<file path="config.mk">
export PLATFORM = sky130hd
export DESIGN_NAME = keyed_nvm_ctrl
export DESIGN_NICKNAME = d
export VERILOG_FILES = /design/src/rtl/knc_pkg.sv /design/src/rtl/knc_unlock.sv /design/src/rtl/knc_sequencer.sv /design/src/rtl/keyed_nvm_ctrl.sv
export SDC_FILE = /design/constraint.sdc
export NUM_CORES = 1
export LEC_CHECK = 0
export ABC_AREA = 1
export BUFFER_PORTS_ARGS = -buffer_cell sky130_fd_sc_hd__buf_2
export CAP_MARGIN = 40
export CORE_MARGIN = 4
export CORE_UTILIZATION = 48
export CTS_BUF_LIST = sky130_fd_sc_hd__clkbuf_4
export CTS_CLUSTER_DIAMETER = 100
export DETAILED_ROUTE_END_ITERATION = 10
export GPL_TIMING_DRIVEN = 1
export PLACE_DENSITY = 0.8
export SYNTH_ARGS = -nofsm -noshare
export SYNTH_HDL_FRONTEND = slang
export SYNTH_SLANG_ARGS = --single-unit
</file>
<file path="constraint.sdc">
create_clock -name clk -period 3.2 [get_ports clk]
set_input_delay 0.32 -clock clk [delete_from_list [all_inputs] [get_ports clk]]
set_output_delay 0.32 -clock clk [all_outputs]
set_load 0.005 [all_outputs]
</file>
<file path="src/rtl/knc_pkg.sv">
package knc_pkg;

  localparam int unsigned CTRL_GO    = 15;
  localparam int unsigned CTRL_WEN   = 14;
  localparam int unsigned CTRL_WERR  = 13;
  localparam int unsigned CTRL_LVERR = 12;

  localparam logic [3:0] OPC_NOP  = 4'd0;
  localparam logic [3:0] OPC_WORD = 4'd1;
  localparam logic [3:0] OPC_PAGE = 4'd4;

  localparam logic [31:0] KEY_ZERO = 32'h0000_0000;
  localparam logic [31:0] KEY_ONE  = 32'hAA99_6655;
  localparam logic [31:0] KEY_TWO  = 32'h5566_99AA;

  localparam logic [1:0] SEL_CTRL = 2'd0;
  localparam logic [1:0] SEL_KEY  = 2'd1;
  localparam logic [1:0] SEL_ADDR = 2'd2;
  localparam logic [1:0] SEL_DATA = 2'd3;

  localparam logic [1:0] VIEW_RAW = 2'd0;
  localparam logic [1:0] VIEW_SET = 2'd1;
  localparam logic [1:0] VIEW_CLR = 2'd2;

  localparam logic [1:0] FL_READ  = 2'd0;
  localparam logic [1:0] FL_PROG  = 2'd1;
  localparam logic [1:0] FL_ERASE = 2'd2;

  // Combine a register's current value with written data per view.
  function automatic logic [31:0] apply_view(input logic [31:0] cur,
                                             input logic [31:0] wd,
                                             input logic [1:0]  view);
    case (view)
      VIEW_SET: return cur | wd;
      VIEW_CLR: return cur & ~wd;
      default:  return wd;
    endcase
  endfunction

endpackage

</file>
<file path="src/rtl/knc_unlock.sv">
module knc_unlock
  import knc_pkg::*;
(
  input  logic        clk,
  input  logic        rst_n,
  input  logic        key_wr,
  input  logic [31:0] key_val,
  input  logic        consume,
  output logic        armed
);

  typedef enum logic [1:0] {K_IDLE, K_GOT0, K_GOT1, K_ARMED} kstage_e;
  kstage_e stage;

  always_ff @(posedge clk) begin
    if (!rst_n) begin
      stage <= K_IDLE;
    end else if (consume) begin
      stage <= K_IDLE;
    end else if (key_wr) begin
      if (key_val == KEY_ZERO)
        stage <= K_GOT0;
      else if (stage == K_GOT0 && key_val == KEY_ONE)
        stage <= K_GOT1;
      else if (stage == K_GOT1 && key_val == KEY_TWO)
        stage <= K_ARMED;
      else
        stage <= K_IDLE;
    end
  end

  assign armed = (stage == K_ARMED);

endmodule

</file>
<file path="src/rtl/knc_sequencer.sv">
module knc_sequencer
  import knc_pkg::*;
#(
  parameter int unsigned PAGE_BYTES   = 16384,
  parameter int unsigned NUM_PAGES    = 64,
  parameter int unsigned WORD_CYCLES  = 40,
  parameter int unsigned ERASE_CYCLES = 400,
  localparam int unsigned ADDR_W   = $clog2(PAGE_BYTES * NUM_PAGES),
  localparam int unsigned WORD_AW  = ADDR_W - 2,
  localparam int unsigned PAGE_WSH = $clog2(PAGE_BYTES / 4),
  localparam int unsigned MAXC     = (ERASE_CYCLES > WORD_CYCLES) ? ERASE_CYCLES : WORD_CYCLES,
  localparam int unsigned CW       = $clog2(MAXC + 1)
)(
  input  logic                 clk,
  input  logic                 rst_n,
  input  logic                 start,
  input  logic [3:0]           op,
  input  logic [WORD_AW-1:0]   tgt_addr,
  input  logic [31:0]          tgt_data,
  input  logic [NUM_PAGES-1:0] page_lock,
  input  logic                 supply_low,
  output logic                 busy,
  output logic                 err_lock,
  output logic                 err_volt,
  output logic                 fl_valid,
  input  logic                 fl_ready,
  output logic [1:0]           fl_op,
  output logic [WORD_AW-1:0]   fl_addr,
  output logic [31:0]          fl_wdata,
  input  logic                 fl_rvalid,
  input  logic [31:0]          fl_rdata
);

  typedef enum logic [2:0] {S_IDLE, S_DECIDE, S_RD_REQ, S_RD_WAIT,
                            S_PG_REQ, S_ER_REQ, S_HOLD} sstate_e;

  sstate_e              st;
  logic [3:0]           cur_op;
  logic [CW-1:0]        hold_cnt;
  logic [31:0]          merged;
  logic [WORD_AW-PAGE_WSH-1:0] pg;
  logic [WORD_AW-1:0]   page_base;

  assign pg        = tgt_addr[WORD_AW-1:PAGE_WSH];
  assign page_base = {pg, {PAGE_WSH{1'b0}}};

  always_ff @(posedge clk) begin
    if (!rst_n) begin
      st       <= S_IDLE;
      cur_op   <= OPC_NOP;
      hold_cnt <= '0;
      merged   <= '0;
      err_lock <= 1'b0;
      err_volt <= 1'b0;
    end else begin
      case (st)
        S_IDLE: if (start) begin
          cur_op <= op;
          st     <= S_DECIDE;
        end
        S_DECIDE: begin
          st <= S_IDLE;
          if (cur_op == OPC_NOP) begin
            err_lock <= 1'b0;
            err_volt <= 1'b0;
          end else if (cur_op == OPC_WORD || cur_op == OPC_PAGE) begin
            if (page_lock[pg])
              err_lock <= 1'b1;
            else if (supply_low)
              err_volt <= 1'b1;
            else
              st <= (cur_op == OPC_WORD) ? S_RD_REQ : S_ER_REQ;
          end
        end
        S_RD_REQ:  if (fl_ready) st <= S_RD_WAIT;
        S_RD_WAIT: if (fl_rvalid) begin
          merged <= fl_rdata & tgt_data;
          st     <= S_PG_REQ;
        end
        S_PG_REQ: if (fl_ready) begin
          hold_cnt <= CW'(WORD_CYCLES - 1);
          st       <= S_HOLD;
        end
        S_ER_REQ: if (fl_ready) begin
          hold_cnt <= CW'(ERASE_CYCLES - 1);
          st       <= S_HOLD;
        end
        S_HOLD: begin
          if (hold_cnt == '0) st <= S_IDLE;
          else                hold_cnt <= hold_cnt - 1'b1;
        end
        default: st <= S_IDLE;
      endcase
    end
  end

  always_comb begin
    fl_valid = 1'b0;
    fl_op    = FL_READ;
    fl_addr  = tgt_addr;
    case (st)
      S_RD_REQ: fl_valid = 1'b1;
      S_PG_REQ: begin fl_valid = 1'b1; fl_op = FL_PROG; end
      S_ER_REQ: begin fl_valid = 1'b1; fl_op = FL_ERASE; fl_addr = page_base; end
      default: ;
    endcase
  end

  assign fl_wdata = merged;
  assign busy     = (st != S_IDLE);

endmodule

</file>
<file path="src/rtl/keyed_nvm_ctrl.sv">
module keyed_nvm_ctrl
  import knc_pkg::*;
#(
  parameter int unsigned PAGE_BYTES   = 16384,
  parameter int unsigned NUM_PAGES    = 64,
  parameter int unsigned WORD_CYCLES  = 40,
  parameter int unsigned ERASE_CYCLES = 400,
  localparam int unsigned ADDR_W  = $clog2(PAGE_BYTES * NUM_PAGES),
  localparam int unsigned WORD_AW = ADDR_W - 2
)(
  input  logic                 clk,
  input  logic                 rst_n,
  input  logic                 reg_wr,
  input  logic [1:0]           reg_sel,
  input  logic [1:0]           reg_view,
  input  logic [31:0]          reg_wdata,
  output logic [31:0]          rd_ctrl,
  output logic [31:0]          rd_addr,
  output logic [31:0]          rd_data,
  output logic                 busy,
  input  logic [NUM_PAGES-1:0] page_lock,
  input  logic                 supply_low,
  output logic                 fl_valid,
  input  logic                 fl_ready,
  output logic [1:0]           fl_op,
  output logic [WORD_AW-1:0]   fl_addr,
  output logic [31:0]          fl_wdata,
  input  logic                 fl_rvalid,
  input  logic [31:0]          fl_rdata
);

  logic [31:0] addr_q, data_q;
  logic [3:0]  op_q;
  logic        wen_q;
  logic        err_lock, err_volt;
  logic        key_armed;
  logic        wr_ctrl, go_req, start_go;
  logic [31:0] ctrl_nv;
  logic        unused_ctrl_bits;

  assign wr_ctrl  = reg_wr && (reg_sel == SEL_CTRL);
  assign ctrl_nv  = apply_view(rd_ctrl, reg_wdata, reg_view);
  assign go_req   = wr_ctrl && (reg_view != VIEW_CLR) && reg_wdata[CTRL_GO];
  assign start_go = go_req && !busy && ctrl_nv[CTRL_WEN] && key_armed;
  assign unused_ctrl_bits = ^{ctrl_nv[31:15], ctrl_nv[13:4]};

  always_ff @(posedge clk) begin
    if (!rst_n) begin
      addr_q <= '0;
      data_q <= '0;
      op_q   <= OPC_NOP;
      wen_q  <= 1'b0;
    end else begin
      if (reg_wr && reg_sel == SEL_ADDR && !busy)
        addr_q <= apply_view(addr_q, reg_wdata, reg_view);
      if (reg_wr && reg_sel == SEL_DATA && !busy)
        data_q <= apply_view(data_q, reg_wdata, reg_view);
      if (wr_ctrl) begin
        wen_q <= ctrl_nv[CTRL_WEN];
        if (!busy) op_q <= ctrl_nv[3:0];
      end
    end
  end

  knc_unlock u_unlock (
    .clk     (clk),
    .rst_n   (rst_n),
    .key_wr  (reg_wr && (reg_sel == SEL_KEY)),
    .key_val (reg_wdata),
    .consume (go_req),
    .armed   (key_armed)
  );

  knc_sequencer #(
    .PAGE_BYTES   (PAGE_BYTES),
    .NUM_PAGES    (NUM_PAGES),
    .WORD_CYCLES  (WORD_CYCLES),
    .ERASE_CYCLES (ERASE_CYCLES)
  ) u_seq (
    .clk        (clk),
    .rst_n      (rst_n),
    .start      (start_go),
    .op         (ctrl_nv[3:0]),
    .tgt_addr   (addr_q[ADDR_W-1:2]),
    .tgt_data   (data_q),
    .page_lock  (page_lock),
    .supply_low (supply_low),
    .busy       (busy),
    .err_lock   (err_lock),
    .err_volt   (err_volt),
    .fl_valid   (fl_valid),
    .fl_ready   (fl_ready),
    .fl_op      (fl_op),
    .fl_addr    (fl_addr),
    .fl_wdata   (fl_wdata),
    .fl_rvalid  (fl_rvalid),
    .fl_rdata   (fl_rdata)
  );

  assign rd_ctrl = {16'h0000, busy, wen_q, err_lock, err_volt, 8'h00, op_q};
  assign rd_addr = addr_q;
  assign rd_data = data_q;

endmodule

</file>
==> results.md <==
- CTS max path bufs: 2
- Largest net degree at the start of global routing: 65
- Worst Setup Path Type: reg2out
- CTS tree: done
- Tmin final: 2.491 ns
- Normalized max-slew margin: 50.28%
- Share of layout cells above drive strength 1: 26.60%
- First-pass DRT Iterations: 5
- Worst Setup Start Kind: register
- Total CTS buffers: 17
- Synth area leaders: dfxtp_1 35%, a21oi_1 12%, nand2_1 11%
- First-pass GRT wire length: 35490 microns
- Post-route ant nets: 0
- Clk_skew: 0.02932 ns
- Clock sinks: 121
- Ys async rst share: 0%
- Worst Reg2Reg Path Length in Cells: 11
- Vias/cell: 5.466
- Port-buffer cells: 263
- Final hold vios: 0
- RSZ-0062 raised after global routing: no
- Max-cap viol count: 0
- Clk slew on worst S/H paths: 0.12 ns
- Gr usage total: 26.47%
- Most used DFF post-synth: dfxtp_1
- Max Fanout on Critical Path: 16
- # nets final: 1395
- First DRT Iteration DRCs: 592
- Number of remaining DRC errors: 0
- WHS: 0.04391 ns
- Synth unique cells: 36
- FMAX: 0.4015 GHz
- Crit. End Element: primary output
- Largest area contributor in the netlist: dfxtp_1
- Hold path cells: 3
- Commonest non-fill, non-tap cell in the layout: buf_2
- Mapped cell area: 6967 sq um
- Root buf cell: clkbuf_4
- Min-delay worst type: in2reg
- Post-CTS Repair Setup Buffers: 0
- Flops & latches, synth: 121
- Post-synthesis cell count: 1035
- Syn Area/Cell: 6.731 sq um
- Starting Density: 49.61%
- Die area: 16510 sq um
- Critical path arrival: 2.17 ns
- Core box area: 14040 sq um
- EDFF count, synth: 0
- Ports: 288
- DR WL/cell: 15.67 microns
- Die width: 128.5 microns
- Clock latency at the later pin of the worst-skew pair: 0.54 ns
- Htree depth: 4
- Worst Path Required: 2.88 ns
- Post-CTS sizing: 0
- Yosys warnings: 0
- Status: finished clean
- Height of the die: 128.5 microns
- Vias in the first global route: 7071
- Ratio of final minimum period to clock period: 77.83%
- Pwr Density: 397.1 nW/um^2
- Initial antenna violation count: 1
- Final setup fails: 0
- Worst-Margin Slew: 0.7448 ns
- Grt total ovfl: 0
- Top cell type's share of synthesized area: 34.77%
- Commonest cells after routing, fill and taps aside: 263 x buf_2, 203 x nand2_1, 170 x a21oi_1
- Routed wire length: 22690 microns
- Leak: 4.171 nW
- GPL Wtd Cong: 0.8827
- Std-Cell Rows: 43
- Post-DP HPWL: 16460 microns
- Post-synthesis sequential area ratio: 34.77%
- Vias: 7915
- VDD IR max: 259.5 uV
- Layout area overhead: 21.10%
- TNS Setup: 0 ns
- Hold-fix buffers, CTS: 0
- Slew Viols, Final: 0
[stage by stage]
stage | power [mW] | worst slack (ns) | cell area [sq um] | std cells | utilization, %
floorplan | 1.987 | 1.441 | 7053 | 1058 | -
global placement | 2.193 | 0.9416 | 8122 | 1414 | 57.84
detailed placement | 2.204 | 1.007 | 8137 | 1415 | 57.94
CTS | 3.362 | 0.6684 | 8434 | 1447 | 60.06
global route | 3.512 | 0.4714 | 8437 | 1448 | 60.08
finish | 3.350 | 0.7093 | 8437 | 1448 | 60.08
[synth_stat cells (2+ instances only)]
library cell  instances
inv_1                88
buf_1                 2
a211oi_2             19
inv_2                 6
nor3_4                2
nor4_1                5
a311oi_1              4
nand4_1              46
buf_2                17
nand2_1             203
buf_6                 5
o311ai_0              2
a21oi_1             170
dfxtp_1             121
ha_1                  3
a31oi_1               8
buf_4                39
clkbuf_1             35
o21ai_0              82
o211ai_1              5
nor2_1               74
nor3_1                9
nand3_1              66
nor2_2                2
a211oi_1             11
[worst max-delay path: stages, from the launching register on]
cell     delay (ns)
dfxtp_1        0.50
inv_1          0.07
nor2_1         0.13
inv_1          0.10
nor2_1         0.17
inv_1          0.30
nand2_1        0.21
inv_1          0.06
buf_2          0.12
[layout make-up]
class,count,area [sq um]
fillers,1356,5605
repair buffers,275,1426
diodes,1,2.502
multi-input cells,744,3706
flip-flops and latches,121,2422
inverters,95,356.6
clock buffers,20,150.1
well taps,180,225.2
clock inverters,12,147.6
[power by group]
group          switching, mW  internal (mW)  leakage, nW  total, mW
Sequential            0.0427           1.54        0.981       1.59
Combinational          0.372          0.219         3.03      0.591
Clock                  0.608          0.565        0.157       1.17
[sequential cells by signal (all words and copies together), names as in the netlist]
signal	flops
rd_addr	32
rd_data	32
u_seq.fl_wdata	32
u_seq.hold_cnt	9
op_q	4
u_seq.cur_op	4
u_seq.st	3
u_unlock.stage	2
u_seq.err_lock	1
u_seq.err_volt	1
wen_q	1
[final timing paths]
path,startpoint,to,slack (ns)
max,u_seq.st[2]$_SDFFE_PN0P_,fl_addr[11],0.71
min,fl_rdata[17],u_seq.fl_wdata[17]$_SDFFE_PN0P_,0.04
min reg2reg,u_seq.err_volt$_SDFFE_PN0P_,u_seq.err_volt$_SDFFE_PN0P_,0.46
max reg2reg,rd_addr[15]$_SDFFE_PN0P_,u_seq.st[0]$_SDFFE_PN0P_,0.95
[cell families (layout without fill, tap and decap cells)]
logic type                 count (synthesis)  in the layout  share of synthesized area [%]
xor gates and xnor gates                   1              1                         0.1257
and+or+nand+nor                          411            411                          26.02
buffers and inverters                    193            402                          13.34
DFF                                      121            121                          34.77
AOI/OAI and AO/OA                        305            305                          25.14
other                                      1             25                        0.05383
adders and majority gates                  3              3                         0.5389
[layer usage]
metal | part of all wire, % | vias to the layer above | GRT usage [%]
met4 | 2.2 | 0 | 8.240
met3 | 8.2 | 40 | 6.019
met5 | 0 | - | 0
li1 | - | 3932 | -
met1 | 42 | 3629 | 34.39
met2 | 48 | 314 | 43.79
Power figures use the tool's default switching activity.
